## src/rtl/sdc_pkg.sv

```systemverilog
package sdc_pkg;

    localparam int DQ_W   = 16;
    localparam int MASK_W = DQ_W / 8;
    localparam int BANK_W = 1;
    localparam int ROW_W  = 11;
    localparam int COL_W  = 8;
    localparam int ADDR_W = 11;
    localparam int AP_BIT = 10;   // auto-precharge / all-banks select

    // {cs_n, ras_n, cas_n, we_n}
    typedef enum logic [3:0] {
        CMD_MRS = 4'b0000,
        CMD_REF = 4'b0001,
        CMD_PRE = 4'b0010,
        CMD_ACT = 4'b0011,
        CMD_WR  = 4'b0100,
        CMD_RD  = 4'b0101,
        CMD_NOP = 4'b0111
    } sd_cmd_e;

    typedef enum logic [2:0] {
        ST_HOLD,
        ST_PALL,
        ST_IREF,
        ST_LMR,
        ST_IDLE,
        ST_COL
    } ctl_st_e;

    typedef struct packed {
        logic              we;
        logic [BANK_W-1:0] bank;
        logic [ROW_W-1:0]  row;
        logic [COL_W-1:0]  col;
        logic [DQ_W-1:0]   wdata;
        logic [MASK_W-1:0] wmask;
    } acc_req_s;

    typedef struct packed {
        sd_cmd_e           cmd;
        logic [BANK_W-1:0] ba;
        logic [ADDR_W-1:0] addr;
        logic [MASK_W-1:0] dqm;
        logic              oe;
        logic [DQ_W-1:0]   dq;
    } pin_drv_s;

    function automatic int imax(int a, int b);
        return (a > b) ? a : b;
    endfunction

    // burst of one, sequential order, latency in [6:4], burst writes
    function automatic logic [ADDR_W-1:0] mode_word(int cl);
        logic [ADDR_W-1:0] w;
        w      = '0;
        w[6:4] = cl[2:0];
        return w;
    endfunction

    function automatic logic [ADDR_W-1:0] col_word(logic [COL_W-1:0] c);
        logic [ADDR_W-1:0] w;
        w             = '0;
        w[COL_W-1:0]  = c;
        w[AP_BIT]     = 1'b1;
        return w;
    endfunction

endpackage

```

## src/rtl/sdc_refresh_timer.sv

```systemverilog
module sdc_refresh_timer #(
    parameter int INTERVAL = 1950
) (
    input  logic clk,
    input  logic rst,
    input  logic en,
    input  logic take,
    output logic due
);
    localparam int W = $clog2(INTERVAL + 1);

    logic [W-1:0] cnt;

    always_ff @(posedge clk) begin
        if (rst || !en) begin
            cnt <= '0;
            due <= 1'b0;
        end else if (cnt == W'(INTERVAL - 1)) begin
            cnt <= '0;
            due <= 1'b1;
        end else begin
            cnt <= cnt + 1'b1;
            if (take) due <= 1'b0;
        end
    end


    due_hold_chk: assert property (@(posedge clk) disable iff (rst)
        (en && due && !take) |=> due);

endmodule

```

## src/rtl/sdc_rd_capture.sv

```systemverilog
module sdc_rd_capture
    import sdc_pkg::*;
#(
    parameter int CL = 2
) (
    input  logic            clk,
    input  logic            rst,
    input  logic            start,
    input  logic [DQ_W-1:0] dq_in,
    output logic            valid,
    output logic [DQ_W-1:0] data
);
    logic [CL:0] pipe;

    always_ff @(posedge clk) begin
        if (rst) begin
            pipe  <= '0;
            valid <= 1'b0;
            data  <= '0;
        end else begin
            pipe  <= {pipe[CL-1:0], start};
            valid <= pipe[CL];
            if (pipe[CL]) data <= dq_in;
        end
    end


    rd_overlap_chk: assert property (@(posedge clk) disable iff (rst)
        start |-> (pipe == '0));

endmodule

```

## src/rtl/sdram_host_ctrl.sv

```systemverilog
module sdram_host_ctrl
    import sdc_pkg::*;
#(
    parameter int INIT_WAIT    = 12500,
    parameter int INIT_REFS    = 8,
    parameter int T_RCD        = 3,
    parameter int T_RAS        = 6,
    parameter int T_RP         = 3,
    parameter int T_RC         = 9,
    parameter int T_MRD        = 2,
    parameter int CAS_LAT      = 2,
    parameter int REFRESH_INTERVAL = 1950
) (
    input  logic              clk,
    input  logic              rst,
    input  logic              req,
    input  logic              req_we,
    input  logic [BANK_W-1:0] req_bank,
    input  logic [ROW_W-1:0]  req_row,
    input  logic [COL_W-1:0]  req_col,
    input  logic [DQ_W-1:0]   req_wdata,
    input  logic [MASK_W-1:0] req_wmask,
    output logic              ack,
    output logic [DQ_W-1:0]   rsp_rdata,
    output logic              sd_cke,
    output logic              sd_cs_n,
    output logic              sd_ras_n,
    output logic              sd_cas_n,
    output logic              sd_we_n,
    output logic [BANK_W-1:0] sd_ba,
    output logic [ADDR_W-1:0] sd_addr,
    output logic [MASK_W-1:0] sd_dqm,
    output logic [DQ_W-1:0]   sd_dq_out,
    output logic              sd_dq_oe,
    input  logic [DQ_W-1:0]   sd_dq_in
);
    // cycles from column command to the next command: covers row
    // cycle, row-active minimum plus precharge, and read return
    localparam int TAIL  = imax(imax(T_RC - T_RCD, imax(T_RAS - T_RCD, 2) + T_RP),
                                CAS_LAT + 2);
    localparam int CNT_W = $clog2(imax(INIT_WAIT, 256)) + 1;
    localparam int RF_W  = $clog2(INIT_REFS + 1);

    function automatic logic [CNT_W-1:0] hold_load(int n);
        return (n > 2) ? CNT_W'(n - 2) : '0;
    endfunction

    ctl_st_e          st, ret_st;
    logic [CNT_W-1:0] wcnt;
    logic [RF_W-1:0]  refs_left;
    logic             mode_set;
    logic             cke_q;
    logic             ack_q;
    acc_req_s         req_q;
    pin_drv_s         pins_q;

    logic             ref_due;
    logic             ref_take;
    logic             rd_go;
    logic             cap_valid;
    logic [DQ_W-1:0]  cap_data;

    assign ref_take = (st == ST_IDLE) && ref_due;
    assign rd_go    = (st == ST_COL) && !req_q.we;

    sdc_refresh_timer #(
        .INTERVAL (REFRESH_INTERVAL)
    ) i_ref_timer (
        .clk  (clk),
        .rst  (rst),
        .en   (mode_set),
        .take (ref_take),
        .due  (ref_due)
    );

    sdc_rd_capture #(
        .CL (CAS_LAT)
    ) i_rd_capture (
        .clk   (clk),
        .rst   (rst),
        .start (rd_go),
        .dq_in (sd_dq_in),
        .valid (cap_valid),
        .data  (cap_data)
    );

    always_ff @(posedge clk) begin
        if (rst) begin
            st        <= ST_HOLD;
            ret_st    <= ST_PALL;
            wcnt      <= hold_load(INIT_WAIT);
            refs_left <= '0;
            mode_set  <= 1'b0;
            cke_q     <= 1'b0;
            ack_q     <= 1'b0;
            req_q     <= '0;
            pins_q    <= '{cmd: CMD_NOP, ba: '0, addr: '0, dqm: '1, oe: 1'b0, dq: '0};
        end else begin
            cke_q      <= 1'b1;
            ack_q      <= 1'b0;
            pins_q.cmd <= CMD_NOP;
            pins_q.oe  <= 1'b0;
            pins_q.dqm <= mode_set ? '0 : '1;
            unique case (st)
                ST_HOLD: begin
                    if (wcnt == '0) st <= ret_st;
                    else            wcnt <= wcnt - 1'b1;
                end
                ST_PALL: begin
                    pins_q.cmd   <= CMD_PRE;
                    pins_q.addr  <= '0;
                    pins_q.addr[AP_BIT] <= 1'b1;
                    refs_left    <= RF_W'(INIT_REFS);
                    st           <= ST_HOLD;
                    wcnt         <= hold_load(T_RP);
                    ret_st       <= ST_IREF;
                end
                ST_IREF: begin
                    pins_q.cmd <= CMD_REF;
                    refs_left  <= refs_left - 1'b1;
                    st         <= ST_HOLD;
                    wcnt       <= hold_load(T_RC);
                    ret_st     <= (refs_left == RF_W'(1)) ? ST_LMR : ST_IREF;
                end
                ST_LMR: begin
                    pins_q.cmd  <= CMD_MRS;
                    pins_q.ba   <= '0;
                    pins_q.addr <= mode_word(CAS_LAT);
                    mode_set    <= 1'b1;
                    st          <= ST_HOLD;
                    wcnt        <= hold_load(T_MRD);
                    ret_st      <= ST_IDLE;
                end
                ST_IDLE: begin
                    if (ref_due) begin
                        pins_q.cmd <= CMD_REF;
                        st         <= ST_HOLD;
                        wcnt       <= hold_load(T_RC);
                        ret_st     <= ST_IDLE;
                    end else if (req) begin
                        req_q       <= '{we: req_we, bank: req_bank, row: req_row,
                                         col: req_col, wdata: req_wdata, wmask: req_wmask};
                        pins_q.cmd  <= CMD_ACT;
                        pins_q.ba   <= req_bank;
                        pins_q.addr <= req_row;
                        st          <= ST_HOLD;
                        wcnt        <= hold_load(T_RCD);
                        ret_st      <= ST_COL;
                    end
                end
                ST_COL: begin
                    pins_q.cmd  <= req_q.we ? CMD_WR : CMD_RD;
                    pins_q.ba   <= req_q.bank;
                    pins_q.addr <= col_word(req_q.col);
                    if (req_q.we) begin
                        pins_q.oe  <= 1'b1;
                        pins_q.dq  <= req_q.wdata;
                        pins_q.dqm <= req_q.wmask;
                        ack_q      <= 1'b1;
                    end
                    st     <= ST_HOLD;
                    wcnt   <= hold_load(TAIL);
                    ret_st <= ST_IDLE;
                end
                default: st <= ST_IDLE;
            endcase
        end
    end

    assign {sd_cs_n, sd_ras_n, sd_cas_n, sd_we_n} = pins_q.cmd;
    assign sd_cke    = cke_q;
    assign sd_ba     = pins_q.ba;
    assign sd_addr   = pins_q.addr;
    assign sd_dqm    = pins_q.dqm;
    assign sd_dq_out = pins_q.dq;
    assign sd_dq_oe  = pins_q.oe;
    assign ack       = ack_q | cap_valid;
    assign rsp_rdata = cap_data;

    // spacing monitors for the properties below
    logic [7:0] gap_act, gap_ref, gap_pre;

    always_ff @(posedge clk) begin
        if (rst) begin
            gap_act <= 8'hFF;
            gap_ref <= 8'hFF;
            gap_pre <= 8'hFF;
        end else begin
            if (pins_q.cmd == CMD_ACT)  gap_act <= 8'd1;
            else if (gap_act != 8'hFF)  gap_act <= gap_act + 8'd1;
            if (pins_q.cmd == CMD_REF)  gap_ref <= 8'd1;
            else if (gap_ref != 8'hFF)  gap_ref <= gap_ref + 8'd1;
            if (pins_q.cmd == CMD_PRE)  gap_pre <= 8'd1;
            else if (gap_pre != 8'hFF)  gap_pre <= gap_pre + 8'd1;
        end
    end


    rcd_gap_chk: assert property (@(posedge clk) disable iff (rst)
        (pins_q.cmd == CMD_RD || pins_q.cmd == CMD_WR) |-> gap_act >= 8'(T_RCD));


    act_gap_chk: assert property (@(posedge clk) disable iff (rst)
        (pins_q.cmd == CMD_ACT) |-> gap_act >= 8'(imax(T_RC, T_RAS + T_RP)));


    ref_gap_chk: assert property (@(posedge clk) disable iff (rst)
        (pins_q.cmd == CMD_REF) |-> (gap_ref >= 8'(T_RC) && gap_pre >= 8'(T_RP)));


    early_access_chk: assert property (@(posedge clk) disable iff (rst)
        (pins_q.cmd == CMD_ACT || pins_q.cmd == CMD_RD || pins_q.cmd == CMD_WR) |-> mode_set);


    oe_write_chk: assert property (@(posedge clk) disable iff (rst)
        sd_dq_oe |-> (pins_q.cmd == CMD_WR));


    dqm_init_chk: assert property (@(posedge clk) disable iff (rst)
        !mode_set |=> (sd_dqm == '1));

endmodule

```

## config.mk

```make
export PLATFORM = sky130hd
export DESIGN_NAME = sdram_host_ctrl
export DESIGN_NICKNAME = d
export VERILOG_FILES = /design/src/rtl/sdc_pkg.sv /design/src/rtl/sdc_refresh_timer.sv /design/src/rtl/sdc_rd_capture.sv /design/src/rtl/sdram_host_ctrl.sv
export SDC_FILE = /design/constraint.sdc
export NUM_CORES = 1
export LEC_CHECK = 0
export BUFFER_PORTS_ARGS = -buffer_cell sky130_fd_sc_hd__buf_2
export CORE_MARGIN = 2
export CORE_UTILIZATION = 50
export CTS_BUF_LIST = sky130_fd_sc_hd__clkbuf_4 sky130_fd_sc_hd__clkbuf_8
export DETAILED_ROUTE_END_ITERATION = 8
export HOLD_SLACK_MARGIN = 0.02
export PLACE_DENSITY = 0.74
export SYNTH_ARGS = -nofsm -noshare
export SYNTH_HDL_FRONTEND = slang
export SYNTH_HIERARCHICAL = 1
export SYNTH_SLANG_ARGS = --single-unit
```

## constraint.sdc

```tcl
create_clock -name clk -period 3.7 [get_ports clk]
set_input_delay 0.37 -clock clk [delete_from_list [all_inputs] [get_ports clk]]
set_output_delay 0.37 -clock clk [all_outputs]
set_load 0.01 [all_outputs]
```

==> impl_metrics.py <==
metrics = {
    "cells_and_area": {
        "drive_above_1_share": 0.233,
        "fin_area_mm2": 0.00615,
        "fin_nets": 771,
        "synthToLayoutAreaGrowth_pct": 20.9,
        "antennaDiodeCount": 0,
        "fillCellCount": 873,
    },
    "critical_path": {
        "required_ns": 4.03,
        "worstPathCellList": "ha_1, nand2_1, a2111oi_2, buf_4, a41oi_1, a311oi_1",
        "path_class": "reg -> reg",
        "start_kind": "flip-flop",
        "critPathMaxStageDelay_ns": 0.83,
        "worst_setup_path_end_kind": "flip-flop",
        "worstPathArrival_ns": 2.98,
        "cpMaxStageDelayCell": "dfxtp_1",
        "crit_fanout": 26,
    },
    "floorplan": {
        "dieArea_mm2": 0.0110,
        "die_w_um": 105,
        "start_util": 0.519,
        "core-area_mm2": 0.00982,
        "die_h_um": 105,
        "io_pins": 111,
        "rows": 36,
    },
    "power": {
        "power_frac_comb": 0.033,
        "internal_power_uw": 2190,
        "clkPwrFrac": 0.495,
        "seqPwrFrac": 0.472,
        "vdd_drop_max_mv": 0.275,
        "p_sw_frac": 0.218,
        "power_density_mw_per_mm2": 454,
        "p_switching_uw": 609,
        "power_leakage_uw": 0.00237,
    },
    "clocking": {
        "cts_setup_buffers": 0,
        "clock_sinks": 121,
        "clock_latency_ns": 0.43,
        "cts.clk_slew.worst_paths_ns": 0.08,
        "cts_buffer_depth": 2,
        "ctsRootBufferMaster": "clkbuf_8",
        "cts_buffers": 17,
        "cts_resized": 0,
        "postCtsHoldBufs": 0,
        "cts_max_level": 4,
        "cts_tree": "done",
    },
    "synthesis": {
        "ys_seq_elements": 121,
        "avgSynthCellArea_um2": 8.38,
        "synth-adder-area-share": 0.0197,
        "netlist_top_cells_area": "dfxtp_1 (48%), nand2_1 (8.6%), a21oi_1 (7.4%)",
        "synth-xor-area-share": 0.00516,
        "synth_common_cells": "dfxtp_1 (121), nand2_1 (117), a21oi_1 (75), nor2_1 (57), o21ai_0 (35)",
        "yosysMostFrequentCell": "dfxtp_1",
        "ys_seq_area_frac": 0.476,
        "synth_nets": 674,
        "synth_top_area_cell": "dfxtp_1",
        "syn_area_mm2": 0.00509,
        "postSynthCellCount": 608,
        "synth_compound_area_frac": 0.185,
        "muxShareOfSynthArea": 0.0337,
        "synth_cell_type_count": 66,
        "synthFlopType": "dfxtp_1",
        "yosys.area_share.simple": 0.233,
        "synth_top_area_frac": 0.476,
        "yosys_warnings": 6,
        "synth-edff-count": 0,
        "synth_top_family_by_area": "simple AND/OR/NAND/NOR gates",
        "synthArstFlopShare": 0,
    },
    "timing": {
        "rsz0062_at_grt": "false",
        "layout_min_cycle_time_ns": 2.65,
        "fin_tns_setup_ns": 0,
        "finalHoldViolCount": 0,
        "fin_skew_ns": 0.0102,
        "max_freq_mhz": 378,
        "maxSlewViolCount": 0,
        "slew_headroom": 0.322,
        "worstMarginPinSlew_ns": 1.01,
        "period_share": 0.716,
        "setup_viol": 0,
    },
    "route": {
        "postRouteAntennaNets": 0,
        "first_pass_iters": 5,
        "detail_route.wl_per_cell_um": 14.7,
        "drc_errors": 0,
        "wirelength_um": 12500,
        "vias": 4703,
        "drtIter0Drc": 333,
        "viasPerCell": 5.53,
    },
    "status": {
        "status": "completed",
    },
    "place": {
        "gp_congestion": 0.853,
        "io_buffers": 109,
        "postPlaceCellArea_mm2": 0.00568,
        "dp_hpwl_um": 8410,
    },
    "global_routing": {
        "busiest_layer": "met2",
        "grt_pass1_vias": 4512,
        "gr-usage-met3": 0.0724,
        "grt_max_degree": 46,
        "grt_use_total": 0.232,
        "grt-ovfl-total": 0,
        "grtUsageMet2": 0.376,
        "grt_first_pass_wirelength_um": 20800,
        "grt_antenna_before_repair": 0,
        "met1_usage": 0.290,
    },
    "run": {
        "max_cap_viol_count": 0,
    },
    "min_path": {
        "hp-class": "in -> reg",
    },
}
[cell families (layout without fill, tap and decap cells)]
logic type               count (synthesis)  in the layout
flip-flops                             121            121
AO/OA/AOI/OAI                          155            155
buffers and inverters                   53            163
adder cells (fa/ha/maj)                  8              8
multiplexers                            17             17
AND/OR/NAND/NOR                        250            250
XOR/XNOR                                 3              3
other                                    1              1
[worst max-delay path: cells and delay by family, from the launching register on]
family                     cells  cell delay [ns]
AOI/OAI and AO/OA              3             0.82
adders and majority gates      1             0.33
buffers and inverters          1             0.22
DFF                            1             0.83
and+or+nand+nor                1             0.35
[state kept, by name, indices dropped and copies added (netlist names), 4 cells and up]
name,flops
i_rd_capture/data,16
i_ref_timer/cnt,11
refs_left,4
req_q,28
sd_addr,11
sd_dq_out,16
wcnt,15
[path summary, 6_finish.rpt]
kind                   startpoint                   end  slack [ns]  cells after the start
min                    req_row[9]            sd_addr[9]        0.17                      3
min reg2reg  i_rd_capture/pipe[0]  i_rd_capture/pipe[1]        0.44                      1
max                         st[2]               wcnt[8]        1.05                      6
max reg2reg                 st[2]               wcnt[8]        1.05                      6
[stage by stage]
| step | instances | total power [µW] | hold WS, ns | utilization | setup slack [ns] |
|---|---|---|---|---|---|
| 3_5_place_dp | 819 | 1440 | 0.431 | 0.579 | 1.11 |
| 4_1_cts | 851 | 2810 | 0.147 | 0.627 | 1.10 |
| 3_3_place_gp | 819 | 1440 | 0.429 | 0.579 | 1.22 |
| 5_1_grt | 851 | 2880 | 0.147 | 0.627 | 0.889 |
| 6_report | 851 | 2790 | 0.169 | 0.627 | 1.05 |
| 2_1_floorplan | 608 | 1390 | 0.414 | - | 1.43 |
[layout by cell type (no fill, tap or decap), drive strengths merged, types with 4 or more instances in the layout]
cell / synthesis / layout
a21o: 4 / 4
a21oi: 76 / 76
a222oi: 7 / 7
a31oi: 4 / 4
and2: 4 / 4
and3: 4 / 4
buf: 9 / 117
bufinv: 0 / 5
clkbuf: 30 / 19
clkinv: 1 / 5
dfxtp: 121 / 121
ha: 8 / 8
inv: 13 / 16
mux2i: 16 / 16
nand2: 117 / 117
nand2b: 4 / 4
nand3: 12 / 12
nand4: 4 / 4
nor2: 57 / 57
nor2b: 8 / 8
nor3: 8 / 8
nor4: 7 / 7
o21ai: 35 / 35
or3: 10 / 10
[power groups by stage]
stage                     Clock [µW]  Combinational [µW]  Sequential [µW]
final                           1380                92.3             1320
after global routing            1460                 102             1320
after CTS                       1410                91.5             1320
after detailed placement           0                90.6             1350
after global placement             0                88.6             1350
after floorplan                    0                49.7             1340
[routing by layer]
layer	wire length (µm)	vias to the layer above
li1	-	2325
met1	5490	2190
met2	6060	173
met3	859	15
met4	122	0
met5	0	-
[area by class of cell]
class	instances	area (µm²)	share of cell area
repair buffers	117	606	0.0984
clock buffers	19	255	0.0415
flip-flops and latches	121	2420	0.394
clock inverters	13	215	0.0350
well taps	133	166	0.0270
inverters	14	52.6	0.00854
multi-input cells	434	2440	0.396
Note: power is estimated with default switching activity, not from simulation.
